File: config.mk
export PLATFORM = sky130hd
export DESIGN_NAME = pir_core
export DESIGN_NICKNAME = d
export VERILOG_FILES = /design/src/rtl/pir_pkg.sv /design/src/rtl/pir_sgi_gate.sv /design/src/rtl/pir_line_sampler.sv /design/src/rtl/pir_bitmap_reg.sv /design/src/rtl/pir_core.sv
export SDC_FILE = /design/constraint.sdc
export NUM_CORES = 1
export LEC_CHECK = 0
export ABC_AREA = 1
export BUFFER_PORTS_ARGS = -buffer_cell sky130_fd_sc_hd__buf_4
export CORE_MARGIN = 5
export CORE_UTILIZATION = 35
export CTS_CLUSTER_SIZE = 20
export DETAILED_ROUTE_END_ITERATION = 8
export HOLD_SLACK_MARGIN = 0.05
export SYNTH_ARGS = -nofsm -noshare
export SYNTH_HDL_FRONTEND = slang
export SYNTH_SLANG_ARGS = --single-unit
File: constraint.sdc
create_clock -name clk -period 7.9 [get_ports clk]
set_clock_uncertainty 0.2 [all_clocks]
set_input_delay 1.58 -clock clk [delete_from_list [all_inputs] [get_ports clk]]
set_output_delay 1.58 -clock clk [all_outputs]
set_load 0.05 [all_outputs]
File: src/rtl/pir_pkg.sv
`timescale 1ns/1ps
package pir_pkg;

  localparam logic [2:0] OP_EN_SET   = 3'd0;
  localparam logic [2:0] OP_EN_CLR   = 3'd1;
  localparam logic [2:0] OP_PEND_SET = 3'd2;
  localparam logic [2:0] OP_PEND_CLR = 3'd3;
  localparam logic [2:0] OP_ACT_SET  = 3'd4;
  localparam logic [2:0] OP_ACT_CLR  = 3'd5;

  localparam logic [1:0] GRP_S0   = 2'd0;
  localparam logic [1:0] GRP_S1   = 2'd1;
  localparam logic [1:0] GRP_NS1  = 2'd2;
  localparam logic [1:0] GRP_RSVD = 2'd3;

  // A secure group 1 request lands on a group 0 SGI as group 0.
  function automatic logic [1:0] fold_group(input logic [1:0] req, input logic [1:0] cfg);
    logic [1:0] r;
    r = req;
    if (req == GRP_S1 && cfg == GRP_S0) r = GRP_S0;
    return r;
  endfunction

  // Permission threshold per configured group, applied only when check is set.
  function automatic logic ns_permit(input logic [1:0] cfg, input logic [1:0] acc,
                                     input logic check);
    logic ok;
    ok = 1'b1;
    if (check) begin
      case (cfg)
        GRP_S0:  ok = (acc >= 2'd1);
        GRP_S1:  ok = (acc >= 2'd2);
        default: ok = 1'b1;
      endcase
    end
    return ok;
  endfunction

endpackage

File: src/rtl/pir_sgi_gate.sv
`timescale 1ns/1ps
module pir_sgi_gate
  import pir_pkg::*;
#(
  parameter int NUM_SGI = 16,
  parameter int ID_W    = 4
) (
  input  logic                 req_fire,
  input  logic [ID_W-1:0]      req_id,
  input  logic [1:0]           req_grp,
  input  logic                 req_ns,
  input  logic                 sec_off,
  input  logic [2*NUM_SGI-1:0] grp_cfg,
  input  logic [2*NUM_SGI-1:0] acc_cfg,
  output logic                 accept,
  output logic [NUM_SGI-1:0]   set_vec
);

  localparam logic [ID_W:0] ID_LIMIT = (ID_W+1)'(NUM_SGI);

  logic [1:0] cfg_grp;
  logic [1:0] acc_lvl;
  logic [1:0] eff_grp;
  logic       id_ok;
  logic       grp_ok;
  logic       perm_ok;

  always_comb begin
    cfg_grp = GRP_RSVD;
    acc_lvl = 2'd0;
    for (int k = 0; k < NUM_SGI; k++) begin
      if (req_id == ID_W'(k)) begin
        cfg_grp = grp_cfg[2*k +: 2];
        acc_lvl = acc_cfg[2*k +: 2];
      end
    end
    id_ok   = ({1'b0, req_id} < ID_LIMIT);
    eff_grp = fold_group(req_grp, cfg_grp);
    grp_ok  = (eff_grp == cfg_grp) && (cfg_grp != GRP_RSVD);
    perm_ok = ns_permit(cfg_grp, acc_lvl, req_ns && !sec_off);
    accept  = req_fire && id_ok && grp_ok && perm_ok;
  end

  for (genvar g = 0; g < NUM_SGI; g++) begin : g_dec
    assign set_vec[g] = accept && (req_id == ID_W'(g));
  end

endmodule

File: src/rtl/pir_line_sampler.sv
`timescale 1ns/1ps
module pir_line_sampler #(
  parameter int NUM_LINES = 16
) (
  input  logic                 clk,
  input  logic                 rst_n,
  input  logic [NUM_LINES-1:0] level_in,
  input  logic [NUM_LINES-1:0] edge_cfg,
  output logic [NUM_LINES-1:0] level_q,
  output logic [NUM_LINES-1:0] rise,
  output logic                 changed
);

  always_ff @(posedge clk) begin
    if (!rst_n) level_q <= '0;
    else        level_q <= level_in;
  end

  assign rise    = level_in & ~level_q & edge_cfg;
  assign changed = |(level_in ^ level_q);

endmodule

File: src/rtl/pir_bitmap_reg.sv
`timescale 1ns/1ps
module pir_bitmap_reg #(
  parameter int WIDTH = 32
) (
  input  logic             clk,
  input  logic             rst_n,
  input  logic [WIDTH-1:0] set_mask,
  input  logic [WIDTH-1:0] clr_mask,
  output logic [WIDTH-1:0] q,
  output logic             changed
);

  logic [WIDTH-1:0] nxt;

  for (genvar b = 0; b < WIDTH; b++) begin : g_bit
    // Set has priority over clear on the same bit.
    assign nxt[b] = set_mask[b] | (q[b] & ~clr_mask[b]);
    always_ff @(posedge clk) begin
      if (!rst_n) q[b] <= 1'b0;
      else        q[b] <= nxt[b];
    end
  end

  assign changed = |(nxt ^ q);

endmodule

File: src/rtl/pir_core.sv
`timescale 1ns/1ps
module pir_core
  import pir_pkg::*;
#(
  parameter int NUM_SGI = 16,
  parameter int NUM_PPI = 16,
  localparam int NUM_IRQ = NUM_SGI + NUM_PPI,
  localparam int ID_W    = $clog2(NUM_SGI),
  localparam int CFG_W   = 2 * NUM_SGI
) (
  input  logic               clk,
  input  logic               rst_n,
  input  logic [NUM_PPI-1:0] ppi_level,
  input  logic [NUM_PPI-1:0] edge_cfg,
  input  logic [CFG_W-1:0]   sgi_grp_cfg,
  input  logic [CFG_W-1:0]   sgi_nsacc,
  input  logic               sec_off,
  input  logic               sgi_valid,
  output logic               sgi_ready,
  input  logic [ID_W-1:0]    sgi_id,
  input  logic [1:0]         sgi_grp,
  input  logic               sgi_ns,
  input  logic               wr_valid,
  output logic               wr_ready,
  input  logic [2:0]         wr_op,
  input  logic [NUM_IRQ-1:0] wr_data,
  output logic [NUM_IRQ-1:0] pend_view,
  output logic [NUM_IRQ-1:0] enable_map,
  output logic [NUM_IRQ-1:0] active_map,
  output logic               upd_strobe
);

  logic ready_q;
  logic upd_q;
  logic sgi_fire;
  logic wr_fire;
  logic sgi_accept;
  logic [NUM_SGI-1:0] sgi_set;
  logic [NUM_PPI-1:0] lvl_q;
  logic [NUM_PPI-1:0] lvl_rise;
  logic               lvl_chg;
  logic [NUM_IRQ-1:0] en_set, en_clr, pd_set, pd_clr, ac_set, ac_clr;
  logic [NUM_IRQ-1:0] pend_latch;
  logic               en_chg, pd_chg, ac_chg;

  always_ff @(posedge clk) begin
    if (!rst_n) ready_q <= 1'b0;
    else        ready_q <= 1'b1;
  end

  assign sgi_ready = ready_q;
  assign wr_ready  = ready_q;
  assign sgi_fire  = sgi_valid && ready_q;
  assign wr_fire   = wr_valid && ready_q;

  pir_sgi_gate #(.NUM_SGI(NUM_SGI), .ID_W(ID_W)) u_gate (
    .req_fire (sgi_fire),
    .req_id   (sgi_id),
    .req_grp  (sgi_grp),
    .req_ns   (sgi_ns),
    .sec_off  (sec_off),
    .grp_cfg  (sgi_grp_cfg),
    .acc_cfg  (sgi_nsacc),
    .accept   (sgi_accept),
    .set_vec  (sgi_set)
  );

  pir_line_sampler #(.NUM_LINES(NUM_PPI)) u_lines (
    .clk      (clk),
    .rst_n    (rst_n),
    .level_in (ppi_level),
    .edge_cfg (edge_cfg),
    .level_q  (lvl_q),
    .rise     (lvl_rise),
    .changed  (lvl_chg)
  );

  always_comb begin
    en_set = (wr_fire && wr_op == OP_EN_SET)   ? wr_data : '0;
    en_clr = (wr_fire && wr_op == OP_EN_CLR)   ? wr_data : '0;
    ac_set = (wr_fire && wr_op == OP_ACT_SET)  ? wr_data : '0;
    ac_clr = (wr_fire && wr_op == OP_ACT_CLR)  ? wr_data : '0;
    pd_clr = (wr_fire && wr_op == OP_PEND_CLR) ? wr_data : '0;
    pd_set = ((wr_fire && wr_op == OP_PEND_SET) ? wr_data : '0)
           | {lvl_rise, sgi_set};
  end

  pir_bitmap_reg #(.WIDTH(NUM_IRQ)) u_enable (
    .clk (clk), .rst_n (rst_n), .set_mask (en_set), .clr_mask (en_clr),
    .q (enable_map), .changed (en_chg)
  );

  pir_bitmap_reg #(.WIDTH(NUM_IRQ)) u_pending (
    .clk (clk), .rst_n (rst_n), .set_mask (pd_set), .clr_mask (pd_clr),
    .q (pend_latch), .changed (pd_chg)
  );

  pir_bitmap_reg #(.WIDTH(NUM_IRQ)) u_active (
    .clk (clk), .rst_n (rst_n), .set_mask (ac_set), .clr_mask (ac_clr),
    .q (active_map), .changed (ac_chg)
  );

  always_ff @(posedge clk) begin
    if (!rst_n) upd_q <= 1'b0;
    else        upd_q <= en_chg | pd_chg | ac_chg | lvl_chg;
  end

  assign upd_strobe = upd_q;
  assign pend_view  = pend_latch | {lvl_q & ~edge_cfg, {NUM_SGI{1'b0}}};

endmodule

==> results_dict.tcl <==
set metrics [dict create \
    post-route-period-util 0.614 \
    finalPower_mw 1.69 \
    hold_viol 0 \
    ff_latch_area_mm2 0.00228 \
    p_sw_frac 0.293 \
    drt_wl_total_mm 31.2 \
    synth_top_family_by_area "simple AND/OR/NAND/NOR gates" \
    synth_compound_area_frac 0.186 \
    synth-simple-area-share 0.334 \
    synth_seq_cells 114 \
    cp.arrival_ns 4.98 \
    dp_hpwl_mm 24.8 \
    max_slew_margin 0.342 \
    cap_violations 0 \
    core_area_mm2 0.0203 \
    wl_per_cell_um 19.0 \
    cp_data_required_time_ns 8.02 \
    io_pins 242 \
    diodes 0 \
    die_h_um 154 \
    design_area_mm2 0.00969 \
    cp-start-kind "primary input" \
    yosys.area_share.xor_xnor 0.00364 \
    power_switching_mw 0.494 \
    synthAdderAreaFrac 0.0277 \
    drc 0 \
    syn_avg_cell_area_um2 6.30 \
    synth.area.mux_share 0 \
    period_minus_slack_ns 4.85 \
    vias 8537 \
    postCtsSetupBuffers 0 \
    synth_cell_types 43 \
    die_w_um 154 \
    clkTransAtPathRegs_ns 0.06 \
    htree_levels 4 \
    leakagePower_nw 4.68 \
    ys_seq_area_frac 0.316 \
    grt_max_degree 66 \
    status "complete, no violations" \
    crit_fanout 27 \
    dr.pass1.iters 6 \
    synth_ff_type "dfxtp_1" \
    p_int_mw 1.19 \
    tightest_slew_ns 0.980 \
    fin_nets 1520 \
    io_buffers 241 \
    ys_warn_count 0 \
    initial_core_util 0.356 \
    cts_tree "built" \
    die_area_mm2 0.0236 \
    tns_ns 0 \
    power.density_mw_per_mm2 174 \
    postRouteAntennaNets 0 \
    drtIter0Drc 826 \
    multi_input_area_mm2 0.00398 \
    whs_ns 0.338 \
    n_fill_cell 2190 \
    clk-insertion-delay-late_ns 0.42 \
    layout_common_cells "nand2_1, buf_4, inv_1" \
    gr-total-overflow 0 \
    cts_buffer_depth 2 \
    placed_area_mm2 0.00911 \
    syn-num-nets 1306 \
    antenna_found_initial 0 \
    numCtsBuffers 17 \
    synth-edff-count 0 \
    final_common_cell "nand2_1" \
    crit_type "primary input to register" \
    vdd_drop_max_v 0.000162 \
    first_global_vias 8003 \
    hp-class "register to register" \
    cts_resized 0 \
    cts-root-buf "clkbuf_16" \
    maxSlewViolCount 0 \
    seqPwrFrac 0.359 \
    num_rows 52 \
    place_congestion 0.963 \
    p_comb_frac 0.184 \
    netlist_area_mm2 0.00722 \
    clock-sinks 114 \
    finalSetupViolCount 0 \
    rsz0062_at_grt "false" \
    syn_to_final_growth_pct 34.2 \
    async_flop_share 0 \
    fmax_ghz 0.206 \
    drt-vias-per-instance 5.19 \
    crit_path_end_kind "register" \
    track_usage 0.253 \
    cts_hold_buf 0 \
    p_clk_frac 0.457 \
    drive_above_1_share 0.226 \
    syn_inst 1147 \
    grt_pass1_wl_mm 46.6 \
]
[worst paths after layout]
kind                        start         endpoint  slack [ns]  cells past startpoint
setup / recovery         wr_valid       upd_strobe        3.05                     20
hold / removal    u_pending.q[21]  u_pending.q[21]        0.34                      2
hold reg to reg   u_pending.q[21]  u_pending.q[21]        0.34                      2
setup reg to reg        sgi_ready       upd_strobe        3.93                     19
[power by group through the flow]
| stage | registers [mW] | clock network [mW] | logic, mW |
|---|---|---|---|
| after global placement | 0.617 | 0 | 0.308 |
| after detailed placement | 0.617 | 0 | 0.308 |
| after CTS | 0.605 | 0.778 | 0.310 |
| final | 0.605 | 0.770 | 0.311 |
| after floorplan | 0.629 | 0 | 0.157 |
| after global routing | 0.607 | 0.807 | 0.337 |
[cell type report]
cell class                 instances  area share
tap                              270      0.0349
timing repair buffer             243       0.188
inverter                         181      0.0702
multi-input combinational        804       0.411
sequential                       114       0.236
clock inverter                     9      0.0108
clock buffer                      23      0.0493
[routing by layer]
layer  share of wire  GRT usage
met5               0          0
met4           0.028     0.0757
met3           0.084     0.0616
met2            0.47      0.423
met1            0.42      0.323
[cell families after synthesis]
| family | after synthesis |
|---|---|
| adders and majority gates | 16 |
| buffers and inverters | 229 |
| AOI/OAI and AO/OA | 248 |
| and+or+nand+nor | 537 |
| DFF | 114 |
| xor gates and xnor gates | 3 |
[Yosys cell counts (2+ instances only)]
master       n  share of area
nand4_1     36          0.031
inv_1      174          0.090
nor2_4       2         0.0031
xor2_1       3         0.0036
buf_4       18          0.019
or2_1        2         0.0017
nand2_1    266           0.14
nand3_2     10          0.014
o22ai_1     25          0.022
inv_2        5         0.0026
clkbuf_1    22          0.011
o21bai_1     4         0.0042
nand2_2      2         0.0017
clkinv_1     2         0.0010
nor3_1       5         0.0035
o2111ai_1    4         0.0049
nor2_1      89          0.046
or2_2        9         0.0078
nor4_1      10         0.0087
nor2_2       7         0.0061
and3_1       4         0.0035
buf_6        3         0.0047
a211oi_1     2         0.0021
ha_1        16          0.028
nand3_1     89          0.062
o21ai_0    141          0.098
buf_2        5         0.0035
a21oi_1     59          0.041
a31oi_1      4         0.0035
dfxtp_1    114           0.32
nand3b_1     3         0.0031
[critical path: stages]
cell	delay [ns]
buf_4	0.12
nand3_1	0.09
inv_1	0.07
nand2_1	0.27
clkinv_1	0.86
nand2_1	0.38
nand3_1	0.16
nand2_1	0.09
nand4_1	0.09
nor4_1	0.24
and3_1	0.23
nand3_1	0.11
nor2_1	0.20
nand2_1	0.07
nor2_1	0.08
nand2_1	0.05
nor2_1	0.10
nand3_1	0.08
nand2_1	0.06
inv_1	0.04
[flip-flops by register name (all words and copies together) (netlist names)]
name and count:
u_lines.level_q 16, sgi_ready 1, u_active.q 32, u_enable.q 32, u_pending.q 32, upd_strobe 1
[through the flow]
stage | utilization | setup slack (ns) | std cells
6_report | 0.477 | 3.05 | 1644
5_1_grt | 0.477 | 2.84 | 1644
4_1_cts | 0.477 | 3.14 | 1644
3_5_place_dp | 0.449 | 2.74 | 1612
3_3_place_gp | 0.449 | 2.84 | 1612
2_1_floorplan | - | 3.44 | 1147
No activity file was read; power rests on OpenSTA's default activity.
